## src/rtl/i2c_regtarget.sv

```systemverilog
module i2c_regtarget #(
  parameter logic [6:0] TARGET_ADDR = 7'h2A,
  parameter int         NREGS       = 16
) (
  input  logic       clk,
  input  logic       rst_n,
  input  logic       scl_i,
  input  logic       sda_i,
  output logic       sda_oe,
  output logic [7:0] reg_addr,
  output logic [7:0] reg_wdata,
  output logic       reg_we,
  input  logic [7:0] reg_rdata
);
  localparam logic [7:0] LAST = 8'(NREGS - 1);
  localparam logic [8:0] NR9  = 9'(NREGS);

  typedef enum logic [3:0] {
    S_IDLE, S_ADDR, S_AACK, S_OFFS, S_OACK, S_WDAT, S_WACK, S_RDAT, S_RACK, S_RNXT
  } st_t;

  st_t        st;
  logic [2:0] scl_sy, sda_sy, bitcnt;
  logic [7:0] ptr, sr, tx;
  logic       rw, ackph;

  logic scl_s, scl_q, sda_s, sda_q;
  assign scl_s = scl_sy[1];
  assign scl_q = scl_sy[2];
  assign sda_s = sda_sy[1];
  assign sda_q = sda_sy[2];

  wire start_c   = scl_s & scl_q & sda_q & ~sda_s;
  wire stop_c    = scl_s & scl_q & ~sda_q & sda_s;
  wire rise      = scl_s & ~scl_q;
  wire fall      = ~scl_s & scl_q;
  wire byte_done = rise && (bitcnt == 3'd7);
  wire in_range  = ({1'b0, ptr} < NR9);
  wire [7:0] rx      = {sr[6:0], sda_s};
  wire [7:0] ptr_inc = (ptr >= LAST) ? 8'd0 : ptr + 8'd1;
  wire [7:0] rd_byte = in_range ? reg_rdata : 8'd0;

  assign reg_addr  = ptr;
  assign reg_wdata = rx;
  assign reg_we    = (st == S_WDAT) && byte_done && in_range;

  always_ff @(posedge clk or negedge rst_n) begin
    if (!rst_n) begin
      scl_sy <= 3'b111;
      sda_sy <= 3'b111;
      st     <= S_IDLE;
      ptr    <= '0;
      sr     <= '0;
      tx     <= '0;
      bitcnt <= '0;
      rw     <= 1'b0;
      ackph  <= 1'b0;
      sda_oe <= 1'b0;
    end else begin
      scl_sy <= {scl_sy[1:0], scl_i};
      sda_sy <= {sda_sy[1:0], sda_i};
      if (start_c) begin
        st     <= S_ADDR;
        bitcnt <= '0;
        ackph  <= 1'b0;
        sda_oe <= 1'b0;
      end else if (stop_c) begin
        st     <= S_IDLE;
        sda_oe <= 1'b0;
      end else begin
        case (st)
          S_ADDR, S_OFFS, S_WDAT: if (rise) begin
            sr     <= rx;
            bitcnt <= bitcnt + 3'd1;
            if (bitcnt == 3'd7) begin
              ackph <= 1'b0;
              if (st == S_ADDR) begin
                if (rx[7:1] == TARGET_ADDR) begin
                  rw <= rx[0];
                  st <= S_AACK;
                end else begin
                  st <= S_IDLE;
                end
              end else if (st == S_OFFS) begin
                ptr <= rx;
                st  <= S_OACK;
              end else begin
                ptr <= ptr_inc;
                st  <= S_WACK;
              end
            end
          end
          S_AACK, S_OACK, S_WACK: if (fall) begin
            if (!ackph) begin
              ackph  <= 1'b1;
              sda_oe <= 1'b1;
            end else begin
              ackph  <= 1'b0;
              bitcnt <= '0;
              if (st == S_AACK && rw) begin
                tx     <= rd_byte;
                sda_oe <= ~rd_byte[7];
                st     <= S_RDAT;
              end else begin
                sda_oe <= 1'b0;
                st     <= (st == S_AACK) ? S_OFFS : S_WDAT;
              end
            end
          end
          S_RDAT: begin
            if (rise) begin
              bitcnt <= bitcnt + 3'd1;
              if (bitcnt == 3'd7) begin
                ptr <= ptr_inc;
                st  <= S_RACK;
              end
            end else if (fall) begin
              tx     <= tx << 1;
              sda_oe <= ~tx[6];
            end
          end
          S_RACK: begin
            if (fall) sda_oe <= 1'b0;
            else if (rise) st <= sda_s ? S_IDLE : S_RNXT;
          end
          S_RNXT: if (fall) begin
            tx     <= rd_byte;
            sda_oe <= ~rd_byte[7];
            bitcnt <= '0;
            st     <= S_RDAT;
          end
          default: ;
        endcase
      end
    end
  end
endmodule

```

## config.mk

```make
export PLATFORM = sky130hd
export DESIGN_NAME = i2c_regtarget
export DESIGN_NICKNAME = d
export VERILOG_FILES = /design/src/rtl/i2c_regtarget.sv
export SDC_FILE = /design/constraint.sdc
export NUM_CORES = 1
export LEC_CHECK = 0
export BUFFER_PORTS_ARGS = -buffer_cell sky130_fd_sc_hd__clkbuf_2
export CAP_MARGIN = 20
export CORE_MARGIN = 8
export CORE_UTILIZATION = 45
export DETAILED_ROUTE_END_ITERATION = 7
export GPL_ROUTABILITY_DRIVEN = 0
export HOLD_SLACK_MARGIN = 0.02
export PLACE_DENSITY = 0.65
export SETUP_SLACK_MARGIN = 0.05
export SLEW_MARGIN = 20
export SYNTH_ARGS = -nofsm -noshare
export SYNTH_HDL_FRONTEND = slang
export SYNTH_SLANG_ARGS = --single-unit
```

## constraint.sdc

```tcl
create_clock -name clk -period 3.3 [get_ports clk]
set_input_delay 0.165 -clock clk [delete_from_list [all_inputs] [get_ports clk]]
set_output_delay 0.165 -clock clk [all_outputs]
set_load 0.01 [all_outputs]
```

==> results of run 1 <==
==> stage by stage <==
stage	utilization, %	total power [mW]	area (sq um)
finish	52.11	1.933	2429
global route	52.11	2.062	2429
CTS	52.11	1.945	2429
detailed placement	49.34	1.545	2300
global placement	49.34	1.533	2300
floorplan	-	1.376	2147
==> worst max-delay path: stages, from the launching register on <==
cell,delay [ns]
dfrtp_1,0.68
nor3b_1,0.49
a22o_1,0.29
a211oi_2,0.12
nor2_2,0.17
mux2_1,0.35
==> flip-flops by register name (all words and copies together), names as in the netlist <==
name,count
sda_oe,1
scl_sy,3
sr,7
reg_addr,8
st,4
sda_sy,3
tx,7
bitcnt,3
rw,1
ackph,1
==> layer usage <==
| layer | global-route usage [%] | part of all wire, % | vias up | routed length (microns) |
|---|---|---|---|---|
| li1 | - | - | 834 | - |
| met1 | 18.31 | 46 | 801 | 2273 |
| met2 | 22.23 | 48 | 42 | 2366 |
| met3 | 3.668 | 4.2 | 6 | 204 |
| met4 | 6.472 | 1.4 | 0 | 70 |
| met5 | 0 | 0 | - | 0 |
==> area by class of cell <==
cell class / instances / area (sq um)
repair buffers: 32 / 172.7
clock inverters: 3 / 40.04
fillers: 432 / 2232
multi-input cells: 156 / 1099
well taps: 54 / 67.56
clock buffers: 5 / 68.82
flip-flops and latches: 38 / 958.4
inverters: 6 / 22.52
==> cell usage in the layout (no fill, tap or decap), drive strengths merged, types with 2 or more instances in the layout <==
master / n
a211oi: 4
a21oi: 11
a22o: 9
a31oi: 2
clkbuf: 34
clkinv: 2
dfrtp: 32
dfstp: 6
dlygate4sd3: 2
ha: 3
inv: 6
mux2: 16
nand2: 22
nand2b: 4
nand3: 7
nand4bb: 2
nor2: 18
nor2b: 2
nor3: 8
nor3b: 3
nor4: 3
o21a: 3
o21ai: 11
o22ai: 2
o31ai: 2
o41ai: 2
or3: 2
==> final timing paths <==
path | start | to | slack [ns]
max reg2reg | st[3] | st[1] | 1.09
min | rst_n | ackph | -0.002
min in group clk | reg_rdata[0] | tx[0] | 0.09
max | st[3] | st[1] | 1.09
min reg2reg | sda_sy[0] | sda_sy[1] | 0.36
max in group asynchronous | rst_n | sr[5] | 2.72
==> kinds of logic (layout without fill, tap and decap cells) <==
family	Yosys count	in the layout
muxes	17	17
AOI/OAI and AO/OA	54	54
buffers and inverters	16	46
adders and majority gates	3	3
DFF	38	38
and+or+nand+nor	82	82
==> where the power goes <==
group	total, mW	leakage (nW)	switching (mW)	internal [mW]
Clock	0.392	0.0579	0.169	0.222
Sequential	0.811	0.485	0.217	0.594
Combinational	0.730	0.611	0.377	0.354
Total	1.93	1.15	0.763	1.17
==> reports/qor.txt, run 1 <==
Async SR Flop Fraction: 100.0%
Post-Route WL: 4914 microns
CP Launch Type: register
Via Count: 1683
compound-cell area share of the yosys netlist: 19.23%
Die W: 85.08 microns
Core Box Area: 4661 sq um
Clock Skew: 0.008948 ns
Ports: 30
Final setup viols: 0
non-filler cells, final: 294
Slew Limit Fails: 0
setup_tns: 0 ns
post-detail-place hpwl: 3528 microns
Avg Cell Area, Syn: 10.22 sq um
fin crit share: 67.09%
chip height: 85.08 microns
main combinational cell family by area after synthesis: simple AND/OR/NAND/NOR gates
Post-route DRC: 0
Pre-antenna DRT Iters: 4
DP Worst Slack: 1.135 ns
CTS tree: done
first-pass GRT wire length: 8266 microns
clock transition at the registers of the reported paths: 0.08 ns
final hold violation count: 1
post_cts resized: 0
Synth Area in Adders: 1.748%
Post-synth top cells: dfrtp_1 (32), nand2_1 (22), nor2_1 (17), mux2_2 (14), a21oi_1 (10)
largest net degree at the start of global routing: 39
drt initial violations: 132
initial antenna violation count: 0
r2r worst-path depth: 5
row count: 25
Die Footprint: 7238 sq um
starting density of the core: 46.07%
top area cells in the synthesized netlist: dfrtp_1 (37%), dfstp_2 (7.3%), mux2_2 (7.3%)
maximum vdd ir drop: 0.0004168 V
post-synthesis mux area share: 8.858%
Worst EP arrival: 2.39 ns
pin slew with the least headroom to its limit: 0.9332 ns
max_slew headroom: 37.79%
global route overflow: 0
WS Path Type: register to register
CTS Buf Count: 5
Final WS setup: 1.086 ns
Ys Warns: 0
Mapped Cells: 210
EDFF count, synth: 0
layout cells sized above 1: 30.00%
hold slack: -0.001520 ns
kind of end point of the critical path: register
fmax: 451.7 MHz
most frequent cell after synthesis: dfrtp_1
synth unique cells: 58
Bufs on Longest Clock Path: 2
post-cts hold buffer count: 2
latest clock arrival within the worst-skew pair: 0.30 ns
# Max-Cap Violations: 0
drt via density: 5.724
post-synth net total: 225
failing checks: negative hold slack
DRT antenna net count: 0
number of global-route vias before repair: 1701
Routed wire per std cell: 16.71 microns
status: finished, violations left
Final Net Count: 254
cell type with the highest aggregate area in the netlist: dfrtp_1
leak pwr: 1.155 nW
simple-gate share of the synthesized area: 21.33%
fin crit period: 2.214 ns
Root Driver: clkbuf_8
predominant post-synthesis flop cell: dfrtp_1
Port Buffers: 29
Antenna Cells: 0
sequential fraction of the synthesis area: 44.64%
Yosys reg bits: 38
RSZ-0062 raised after global routing: false
Synth-to-Final Area Change: 13.11%
crit-path max FO: 16
depth of the CTS H-tree: 2
top cell type's share of synthesized area: 37.30%
post-CTS setup buffers: 0
Syn Std Cell Area: 2147 sq um
Synth Area in XOR/XNOR: 0%
pwr/cell area: 795.8 nW/um^2
Placed Instances: 284
Worst Hold Class: input pin to async pin
critical path data required time: 3.47 ns
total clock sinks: 38
overall global routing resource usage: 14.36%
Note: power is estimated with default switching activity, not from simulation.
==> run 2, diff against run 1 <==
ABC_AREA = 1   (was unset)
PLACE_DENSITY = 0.67   (was 0.65)
clock period = 1.8 ns   (was 3.3 ns; I/O delays follow)
==> run 2 against run 1 <==
Effect of this change: the flow now finishes without violations; worst hold slack improved by 0.14 ns; synthesized cell count increased by 47%; sequential power increased by 66%; worst setup slack got worse by 0.95 ns; utilization increased by 5.0 points; via count increased by 25%; highest routed layer unchanged.
==> reports/qor.txt, run 2 <==
Largest register FFs: 8
Post-Route WL: 5428 microns
Async SR Flop Fraction: 100.0%
fin crit share: 92.50%
Mapped Cells: 308
drt via density: 5.017
latest clock arrival within the worst-skew pair: 0.29 ns
multi-input logic area: 1154 sq um
Hold Crit Start: reg_rdata[4]
Die Footprint: 7357 sq um
CP Launch Type: register
Die W: 85.78 microns
largest net degree at the start of global routing: 39
metal3 WL: 224 microns
number of global-route vias before repair: 2104
EDFF count, synth: 0
Worst Hold Class: input pin to register
layout cells sized above 1: 26.70%
most frequent cells in the layout: nand2_1 (86), nor2_1 (33), dfrtp_1 (31)
M1 WL: 2497 microns
status: completed
placed cell area: 2432 sq um
# Max-Cap Violations: 0
r2r worst-path depth: 8
Final WS setup: 0.1350 ns
combinational fraction of design power: 48.1%
kind of end point of the critical path: register
pin slew with the least headroom to its limit: 0.4872 ns
total clock sinks: 38
first-pass GRT wire length: 9466 microns
Worst EP arrival: 1.86 ns
most frequent cell after synthesis: nand2_1
top area cells in the synthesized netlist: dfrtp_1 (37%), nand2_1 (16%), dfstp_2 (7.2%)
Hold EP: tx[4]
row count: 25
worst r2r dst: bitcnt[2]
Final Net Count: 366
CTS Buf Count: 5
predominant post-synthesis flop cell: dfrtp_1
final hold violation count: 0
critical path data required time: 1.99 ns
WS Path Type: register to register
Slew Limit Fails: 0
most common cell after layout, fill and taps aside: nand2_1
post-synth net total: 323
sequential fraction of the synthesis area: 43.75%
clock transition at the registers of the reported paths: 0.08 ns
Core Box Area: 4723 sq um
Syn Std Cell Area: 2191 sq um
Root Driver: clkbuf_8
Ports: 30
global route overflow: 0
CTS tree: done
FF+latch area: 959.7 sq um
Fill cells: 447
Port Buffers: 29
setup_tns: 0 ns
leak pwr: 1.409 nW
Bufs on Longest Clock Path: 2
Worst R2R Start: scl_sy[1]
Antenna Cells: 0
Finished Cell Area: 2698 sq um
initial antenna violation count: 0
Clock Power Share: 18.6%
overall global routing resource usage: 15.86%
cell type with the highest aggregate area in the netlist: dfrtp_1
fin crit period: 1.665 ns
Post-synth top cells: nand2_1 (93), nor2_1 (39), dfrtp_1 (32), inv_1 (31)
met2 WL: 2560 microns
pwr/cell area: 1502 nW/um^2
max_slew headroom: 67.52%
register share of total power: 33.4%
DP Worst Slack: 0.04910 ns
crit-path max FO: 6
synth unique cells: 27
Ys Warns: 0
Pwr Total: 4.051 mW
post-detail-place hpwl: 3975 microns
Avg Cell Area, Syn: 7.113 sq um
internal power: 2.214 mW
Clock Skew: 0.01072 ns
chip height: 85.78 microns
switching power: 1.837 mW
sw frac: 45.34%
max layer used: met4
top cell type's share of synthesized area: 36.55%
RSZ-0062 raised after global routing: true
Final setup viols: 0
maximum vdd ir drop: 0.0006198 V
Post-route DRC: 0
Yosys reg bits: 38
Routed wire per std cell: 12.95 microns
fmax: 600.6 MHz
Via Count: 2102
hold path cells: 5
drt initial violations: 151
R2R Setup Slk: 0.13 ns
Synth-to-Final Area Change: 23.13%
DRT antenna net count: 0
starting density of the core: 46.38%
depth of the CTS H-tree: 2
Pre-antenna DRT Iters: 4
-- run 2: stage by stage --
step,util [%],hold WS (ns),cells
6_report,57.11,0.1353,419
5_1_grt,57.11,0.1498,419
4_1_cts,54.86,0.1302,417
3_5_place_dp,51.50,0.1728,405
3_3_place_gp,51.50,0.1741,405
2_1_floorplan,-,-0.2056,308
-- run 2: worst max-delay path: stages, from the launching register on --
cell and delay, ns:
dfstp_2 0.57, nand4_1 0.26, buf_4 0.24, nand2_4 0.07, nor2_1 0.05, a21oi_2 0.18
nand2_2 0.10, nand2_1 0.06, nand2_1 0.05
-- run 2: cell families after synthesis --
kind of cell | Yosys count | share of synthesized area, %
and+or+nand+nor | 178 | 35.12
DFF | 38 | 43.75
xor gates and xnor gates | 1 | 0.3998
buffers and inverters | 43 | 7.824
AOI/OAI and AO/OA | 45 | 11.19
adders and majority gates | 3 | 1.713
-- run 2: metal layers --
layer | track usage (%) | vias to the layer above
met1 | 19.80 | 964
met4 | 8.121 | 0
li1 | - | 1072
met3 | 2.865 | 13
met5 | 0 | -
met2 | 25.53 | 53
-- run 2: how the worst max path moves through the flow --
| stage | depth (start not counted) | start | slack [ns] | endpoint |
|---|---|---|---|---|
| after floorplan | 9 | scl_sy[1] | 0.29 | bitcnt[0] |
| after global placement | 9 | scl_sy[1] | 0.07 | bitcnt[2] |
| after detailed placement | 9 | scl_sy[1] | 0.05 | bitcnt[2] |
| after CTS | 8 | sda_sy[1] | 0.06 | tx[2] |
| after global routing | 11 | bitcnt[0] | 0.03 | st[1] |
| final | 8 | scl_sy[1] | 0.13 | bitcnt[2] |
-- run 2: what timing repair did --
item / 4_1_cts / 5_1_grt
setup endpoints to repair: 3 / 19
buffers inserted: 0 / 2
hold endpoints to repair: 35 / 0
resized for setup: 1 / 26
hold buffers: 4 / 0
pin swaps: 0 / 5
-- run 2: final cells by class --
cell class / count / area share, %
clock buffers: 7 / 3.200
clock inverters: 1 / 1.113
inverters: 39 / 5.427
multi-input cells: 227 / 42.76
flip-flops and latches: 38 / 35.58
well taps: 67 / 3.108
repair buffers: 40 / 8.813
-- run 2: power by group through the flow --
| stage | Sequential (mW) | Clock (mW) | Combinational [mW] |
|---|---|---|---|
| 6_report | 1.35 | 0.752 | 1.95 |
| 5_1_grt | 1.39 | 0.811 | 2.23 |
| 4_1_cts | 1.34 | 0.768 | 1.80 |
| 3_5_place_dp | 1.36 | 0 | 1.78 |
| 3_3_place_gp | 1.35 | 0 | 1.76 |
| 2_1_floorplan | 1.32 | 0 | 1.34 |
